===== src/rtl/irq_shadow_pkg.sv =====
package irq_shadow_pkg;

  localparam int DATA_W = 32;

  localparam int unsigned OFF_REV      = 'h00;
  localparam int unsigned OFF_CTRL     = 'h04;
  localparam int unsigned OFF_STATUS   = 'h08;
  localparam int unsigned OFF_SRC      = 'h20;
  localparam int unsigned OFF_SRC_SET  = 'h24;
  localparam int unsigned OFF_SRC_CLR  = 'h28;
  localparam int unsigned OFF_MSK      = 'h2C;
  localparam int unsigned OFF_MSK_SET  = 'h30;
  localparam int unsigned OFF_MSK_CLR  = 'h34;
  localparam int unsigned OFF_MASKED   = 'h38;
  localparam int unsigned OFF_EOI      = 'h3C;

  // Write strobes handed from the decoder to the datapath.
  typedef struct packed {
    logic srcSet;
    logic srcClr;
    logic mskSet;
    logic mskClr;
    logic eoi;
    logic softRst;
  } regStrobes_t;

  // Bits that carry an event; everything else is reserved.
  function automatic logic [DATA_W-1:0] eventBits(int txN, int rxN, int rxLsb,
                                                  int coreN, int coreLsb);
    logic [DATA_W-1:0] m;
    m = '0;
    for (int i = 0; i < txN; i++)   m[i] = 1'b1;
    for (int i = 0; i < rxN; i++)   m[rxLsb + i] = 1'b1;
    for (int i = 0; i < coreN; i++) m[coreLsb + i] = 1'b1;
    return m;
  endfunction

endpackage


===== src/rtl/irqShadowCtrl.sv =====
module irqShadowCtrl
  import irq_shadow_pkg::*;
#(
  parameter int ADDR_W = 8,
  parameter logic [DATA_W-1:0] REV_ID = 32'h0052_4501
) (
  input  logic [ADDR_W-1:0] regAddr,
  input  logic              regWe,
  input  logic              wdataBit0,
  input  logic [DATA_W-1:0] srcQ,
  input  logic [DATA_W-1:0] mskQ,
  input  logic [DATA_W-1:0] lineLevels,
  output regStrobes_t       strobes,
  output logic [DATA_W-1:0] regRdata
);

  function automatic logic hit(logic [ADDR_W-1:0] a, int unsigned off);
    return a == ADDR_W'(off);
  endfunction

  // Write decode
  always_comb begin
    strobes.srcSet  = regWe && hit(regAddr, OFF_SRC_SET);
    strobes.srcClr  = regWe && hit(regAddr, OFF_SRC_CLR);
    strobes.mskSet  = regWe && hit(regAddr, OFF_MSK_SET);
    strobes.mskClr  = regWe && hit(regAddr, OFF_MSK_CLR);
    strobes.eoi     = regWe && hit(regAddr, OFF_EOI);
    strobes.softRst = regWe && hit(regAddr, OFF_CTRL) && wdataBit0;
  end

  // Read mux; write-only aliases, control and EOI read as zero
  always_comb begin
    regRdata = '0;
    if (hit(regAddr, OFF_REV))    regRdata = REV_ID;
    if (hit(regAddr, OFF_STATUS)) regRdata = lineLevels;
    if (hit(regAddr, OFF_SRC))    regRdata = srcQ;
    if (hit(regAddr, OFF_MSK))    regRdata = mskQ;
    if (hit(regAddr, OFF_MASKED)) regRdata = srcQ & mskQ;
  end

endmodule


===== src/rtl/irqShadowDatapath.sv =====
module irqShadowDatapath
  import irq_shadow_pkg::*;
#(
  parameter logic [DATA_W-1:0] VALID_BITS = '1
) (
  input  logic              clk,
  input  logic              rstN,
  input  regStrobes_t       strobes,
  input  logic [DATA_W-1:0] wdata,
  input  logic [DATA_W-1:0] evtVec,
  output logic [DATA_W-1:0] srcQ,
  output logic [DATA_W-1:0] mskQ,
  output logic              softResetQ,
  output logic              irqOut
);

  logic [DATA_W-1:0] prevEvt;
  logic [DATA_W-1:0] riseBits, setBits, clrBits, mSetBits, mClrBits;
  logic              armedQ;

  always_comb begin
    riseBits = evtVec & ~prevEvt & VALID_BITS;
    setBits  = strobes.srcSet ? (wdata & VALID_BITS) : '0;
    clrBits  = strobes.srcClr ? wdata : '0;
    mSetBits = strobes.mskSet ? (wdata & VALID_BITS) : '0;
    mClrBits = strobes.mskClr ? wdata : '0;
  end

  assign irqOut = armedQ && |(srcQ & mskQ);

  always_ff @(posedge clk or negedge rstN) begin
    if (!rstN) begin
      prevEvt    <= '0;
      srcQ       <= '0;
      mskQ       <= '0;
      armedQ     <= 1'b1;
      softResetQ <= 1'b0;
    end else begin
      prevEvt    <= evtVec;
      srcQ       <= (srcQ & ~clrBits) | setBits | riseBits;
      mskQ       <= (mskQ & ~mClrBits) | mSetBits;
      softResetQ <= strobes.softRst;
      if (strobes.eoi)  armedQ <= 1'b1;
      else if (irqOut)  armedQ <= 1'b0;
    end
  end

endmodule


===== src/rtl/irqShadowTop.sv =====
module irqShadowTop
  import irq_shadow_pkg::*;
#(
  parameter int ADDR_W   = 8,
  parameter int TX_N     = 5,
  parameter int RX_N     = 4,
  parameter int RX_LSB   = 9,
  parameter int CORE_N   = 9,
  parameter int CORE_LSB = 16,
  parameter logic [31:0] REV_ID = 32'h0052_4501
) (
  input  logic              clk,
  input  logic              rstN,
  input  logic [ADDR_W-1:0] regAddr,
  input  logic              regWe,
  input  logic [31:0]       regWdata,
  output logic [31:0]       regRdata,
  input  logic [TX_N-1:0]   txEvt,
  input  logic [RX_N-1:0]   rxEvt,
  input  logic [CORE_N-1:0] coreEvt,
  output logic              softReset,
  output logic              irqOut
);

  localparam logic [DATA_W-1:0] VALID_BITS =
    eventBits(TX_N, RX_N, RX_LSB, CORE_N, CORE_LSB);

  logic [DATA_W-1:0] evtVec, srcQ, mskQ;
  regStrobes_t       strobes;

  always_comb begin
    evtVec = '0;
    evtVec[TX_N-1:0]          = txEvt;
    evtVec[RX_LSB +: RX_N]    = rxEvt;
    evtVec[CORE_LSB +: CORE_N] = coreEvt;
  end

  irqShadowCtrl #(.ADDR_W(ADDR_W), .REV_ID(REV_ID)) ctrl_i (
    .regAddr   (regAddr),
    .regWe     (regWe),
    .wdataBit0 (regWdata[0]),
    .srcQ      (srcQ),
    .mskQ      (mskQ),
    .lineLevels(evtVec),
    .strobes   (strobes),
    .regRdata  (regRdata)
  );

  irqShadowDatapath #(.VALID_BITS(VALID_BITS)) dp_i (
    .clk       (clk),
    .rstN      (rstN),
    .strobes   (strobes),
    .wdata     (regWdata),
    .evtVec    (evtVec),
    .srcQ      (srcQ),
    .mskQ      (mskQ),
    .softResetQ(softReset),
    .irqOut    (irqOut)
  );

endmodule


===== config.mk =====
export PLATFORM = sky130hd
export DESIGN_NAME = irqShadowTop
export DESIGN_NICKNAME = d
export VERILOG_FILES = /design/src/rtl/irq_shadow_pkg.sv /design/src/rtl/irqShadowCtrl.sv /design/src/rtl/irqShadowDatapath.sv /design/src/rtl/irqShadowTop.sv
export SDC_FILE = /design/constraint.sdc
export NUM_CORES = 1
export LEC_CHECK = 0
export BUFFER_PORTS_ARGS = -buffer_cell sky130_fd_sc_hd__buf_4
export CAP_MARGIN = 20
export CELL_PAD_IN_SITES_DETAIL_PLACEMENT = 1
export CELL_PAD_IN_SITES_GLOBAL_PLACEMENT = 1
export CORE_MARGIN = 5
export CORE_UTILIZATION = 37
export CTS_CLUSTER_SIZE = 14
export DETAILED_ROUTE_END_ITERATION = 10
export PLACE_DENSITY_LB_ADDON = 0.1
export REMOVE_ABC_BUFFERS = 1
export SETUP_SLACK_MARGIN = 0.5
export SKIP_LAST_GASP = 1
export SLEW_MARGIN = 10
export SYNTH_ARGS = -nofsm -noshare
export SYNTH_HDL_FRONTEND = slang
export SYNTH_HIERARCHICAL = 1
export SYNTH_SLANG_ARGS = --single-unit

===== constraint.sdc =====
create_clock -name clk -period 1.5 [get_ports clk]
set_input_delay 0.15 -clock clk [delete_from_list [all_inputs] [get_ports clk]]
set_output_delay 0.15 -clock clk [all_outputs]
set_load 0.05 [all_outputs]

==> flow_summary.json <==
{
  "status": "complete, but fails checks",
  "violations": "negative setup slack",
  "final_cells": 793,
  "place_area_mm2": 0.005639,
  "cts_tree": "yes",
  "met1_length_um": 8319,
  "n_fill_cell": 1146,
  "top_layer_used": "met4",
  "dp_hpwl_um": 10140,
  "cts-root-buf": "clkbuf_16",
  "crit_fanout": 4,
  "wl_um": 21050,
  "finalNetCount": 710,
  "synth_top_flop_cell": "dfrtp_1",
  "dr_wl_met3_um": 1349,
  "multi_input_area_mm2": 0.002391,
  "rows": 38,
  "fin_ws_ns": -0.4850,
  "die_area_mm2": 0.01347,
  "seq_area_mm2": 0.002103,
  "crit_arrival_ns": 1.83,
  "synth.avg_cell_area_um2": 10.08,
  "synthCells": 413,
  "period_needed_ns": 1.985,
  "cts-buffers-inserted": 9,
  "ys_ff_latch": 84,
  "grtUsageTotal": 0.2527,
  "required_ns": 1.35,
  "yosys-mux-area-fraction": 0,
  "rsz0062_at_grt": "yes",
  "power_density_mw_per_mm2": 740.0,
  "leakagePower_nw": 3.250,
  "die_width_um": 116.1,
  "drive_above_1_share": 0.5054,
  "clk_latency_ns": 0.35,
  "drv_slew": 0,
  "clkTransAtPathRegs_ns": 0.07,
  "antenna_left": 0,
  "drc": 0,
  "path_class": "reg -> out",
  "finalHoldViolCount": 0,
  "crit_chain": "nand2_1 -> a31oi_1 -> o22ai_2 -> a211oi_2 -> buf_6",
  "ir_drop_uv": 654.0,
  "yosys_warnings": 6,
  "seq_area_frac_synth": 0.5053,
  "synth_edf_count": 0,
  "synth_top_area_cell": "dfrtp_1",
  "max_stage_delay_ns": 0.45,
  "synth_compound_area_frac": 0.3000,
  "area_delta_synth_final_pct": 75.77,
  "cp-end-kind": "primary output",
  "drt_iter0_markers": 387,
  "clockBufferDepth": 2,
  "synthDistinctLibCells": 41,
  "grt_pass1_wl_um": 25850,
  "dp.cells": 713,
  "vias_per_cell": 5.883,
  "finClkSkew_ns": 0.005230,
  "synth.area.top_cells": "dfrtp_1 (50%), a21boi_0 (5.2%), nor2_1 (4.9%)",
  "gr-total-overflow": 0,
  "clock.fmax_ghz": 0.5038,
  "yosysMostFrequentCell": "dfrtp_1",
  "clock-sinks": 84,
  "io_pins": 95,
  "diodes": 0,
  "synth-simple-area-share": 0.1515,
  "start_util": 0.3807,
  "synth_xor_area_frac": 0.004208,
  "fin_util": 0.6691,
  "max_cap_viol_count": 0,
  "synth_commonest_cells": "dfrtp_1 (83), nor2_1 (54), nand2_1 (41), a21boi_0 (29), a21oi_1 (27)",
  "via_count": 4665,
  "post-route-period-util": 1.323,
  "coreArea_mm2": 0.01094,
  "synth_top_family_by_area": "compound AO/OA/AOI/OAI gates",
  "grt_antenna_before_repair": 0,
  "critPathSlowestCell": "dfrtp_1",
  "final_area_mm2": 0.007317,
  "grt_max_degree": 72,
  "holdCritPathClass": "in -> reg",
  "grt_pass1_vias": 4757,
  "setup_viol": 63,
  "synth_area_mm2": 0.004163,
  "port_buffers": 94,
  "htreeDepth": 3,
  "wl_met2_um": 10490,
  "synthArstFlopShare": 1.000,
  "route.detailed.wl_per_inst_um": 26.54,
  "synthAdderAreaFrac": 0,
  "die_h_um": 116.1,
  "dr.pass1.iters": 5,
  "worstSetupStartpointType": "register",
  "yosysTopAreaCellShare": 0.4989,
  "gp_congestion": 0.8505
}
## state kept, by name, summed over array words and instances, names as in the netlist
register         flops
dp_i/prevEvt        18
dp_i/softResetQ      1
dp_i/srcQ           32
dp_i/armedQ          1
dp_i/mskQ           32
## final timing paths
path / startpoint / end / slack [ns] / cells after the start
worst min register to register: dp_i/srcQ[16]$_DFF_PN0_ / dp_i/srcQ[16]$_DFF_PN0_ / 0.57 / 1
max in group asynchronous: rstN / dp_i/armedQ$_DFFE_PN1P_ / 0.60 / 3
worst min-delay path: regWdata[1] / dp_i/mskQ[1]$_DFF_PN0_ / 0.08 / 2
worst max register to register: dp_i/srcQ[8]$_DFF_PN0_ / dp_i/armedQ$_DFFE_PN1P_ / -0.05 / 6
worst max-delay path: dp_i/srcQ[22]$_DFF_PN0_ / regRdata[22] / -0.48 / 5
min in group asynchronous: rstN / dp_i/srcQ[0]$_DFF_PN0_ / 0.21 / 2
## routing by layer
metal	up-vias	global-route usage
li1	1984	-
met1	2374	0.3320
met2	229	0.4265
met3	78	0.04021
met4	0	0.08430
met5	-	0
## cell type report
class                   count  share of cell area
clock buffers              14             0.03882
well taps                 140             0.02394
repair buffers            241              0.3187
flip-flops and latches     84              0.2874
clock inverters             1           0.0006840
inverters                   7            0.003591
multi-input cells         306              0.3268
## logic make-up (layout without fill, tap and decap cells)
kind of cell	Yosys count	after routing
and+or+nand+nor	135	135
buffers and inverters	36	263
DFF	84	84
xor gates and xnor gates	2	2
other	1	14
AOI/OAI and AO/OA	155	155
## cells in the final DEF (no fill, tap or decap), types with 2 or more instances in the layout
cell type / count
nor2b_1: 18
buf_6: 72
nand2_2: 19
a21boi_2: 28
nor2_1: 44
a2bb2oi_1: 2
a22oi_1: 7
nor2_4: 2
buf_12: 4
o2bb2ai_2: 6
a22o_1: 22
conb_1: 14
nand2_1: 20
dfrtp_1: 83
inv_1: 7
dlygate4sd3_1: 33
nand4_1: 3
buf_8: 4
a21oi_1: 27
xnor2_1: 2
o21ai_0: 6
a22oi_2: 6
clkbuf_8: 4
a2bb2oi_2: 17
o21a_1: 6
a221o_1: 18
nor3_1: 2
buf_4: 123
nor2_2: 8
a221oi_2: 4
nor3_4: 4
nand2_4: 2
clkbuf_16: 13
nor2b_2: 2
## power by group
| part | switching (mW) | total [mW] | internal, mW |
|---|---|---|---|
| Clock | 0.933 | 2.23 | 1.29 |
| Combinational | 0.432 | 0.836 | 0.404 |
| Sequential | 0.0359 | 2.35 | 2.32 |
| Total | 1.40 | 5.41 | 4.01 |
## worst max-delay path: cells and delay by family (launching register included)
kind | cells | cell delay [ns]
compound gates | 3 | 0.73
buf+inv | 1 | 0.20
flops | 1 | 0.45
simple gates | 1 | 0.10
## per-stage QoR
step / setup TNS (ns) / total power [mW] / hold slack (ns) / worst slack (ns)
5_1_grt: -19.75 / 5.604 / 0.07605 / -0.5212
3_3_place_gp: -17.18 / 2.954 / 0.01781 / -0.4009
4_1_cts: -9.802 / 5.276 / 0.0008543 / -0.3655
2_1_floorplan: -72.52 / 2.581 / -0.1456 / -1.337
6_report: -17.08 / 5.414 / 0.07783 / -0.4850
3_5_place_dp: -19.80 / 2.970 / 0.02065 / -0.4402
## timing repair
| action | in CTS | in global routing |
|---|---|---|
| resized for setup | 62 | 153 |
| pin swaps | 24 | 67 |
| setup endpoints to repair | 99 | 100 |
| hold buffers | 31 | 2 |
| endpoints found under the hold margin | 49 | 4 |
| gates cloned | 3 | 6 |
| buffers inserted | 9 | 14 |
Power figures use the tool's default switching activity.
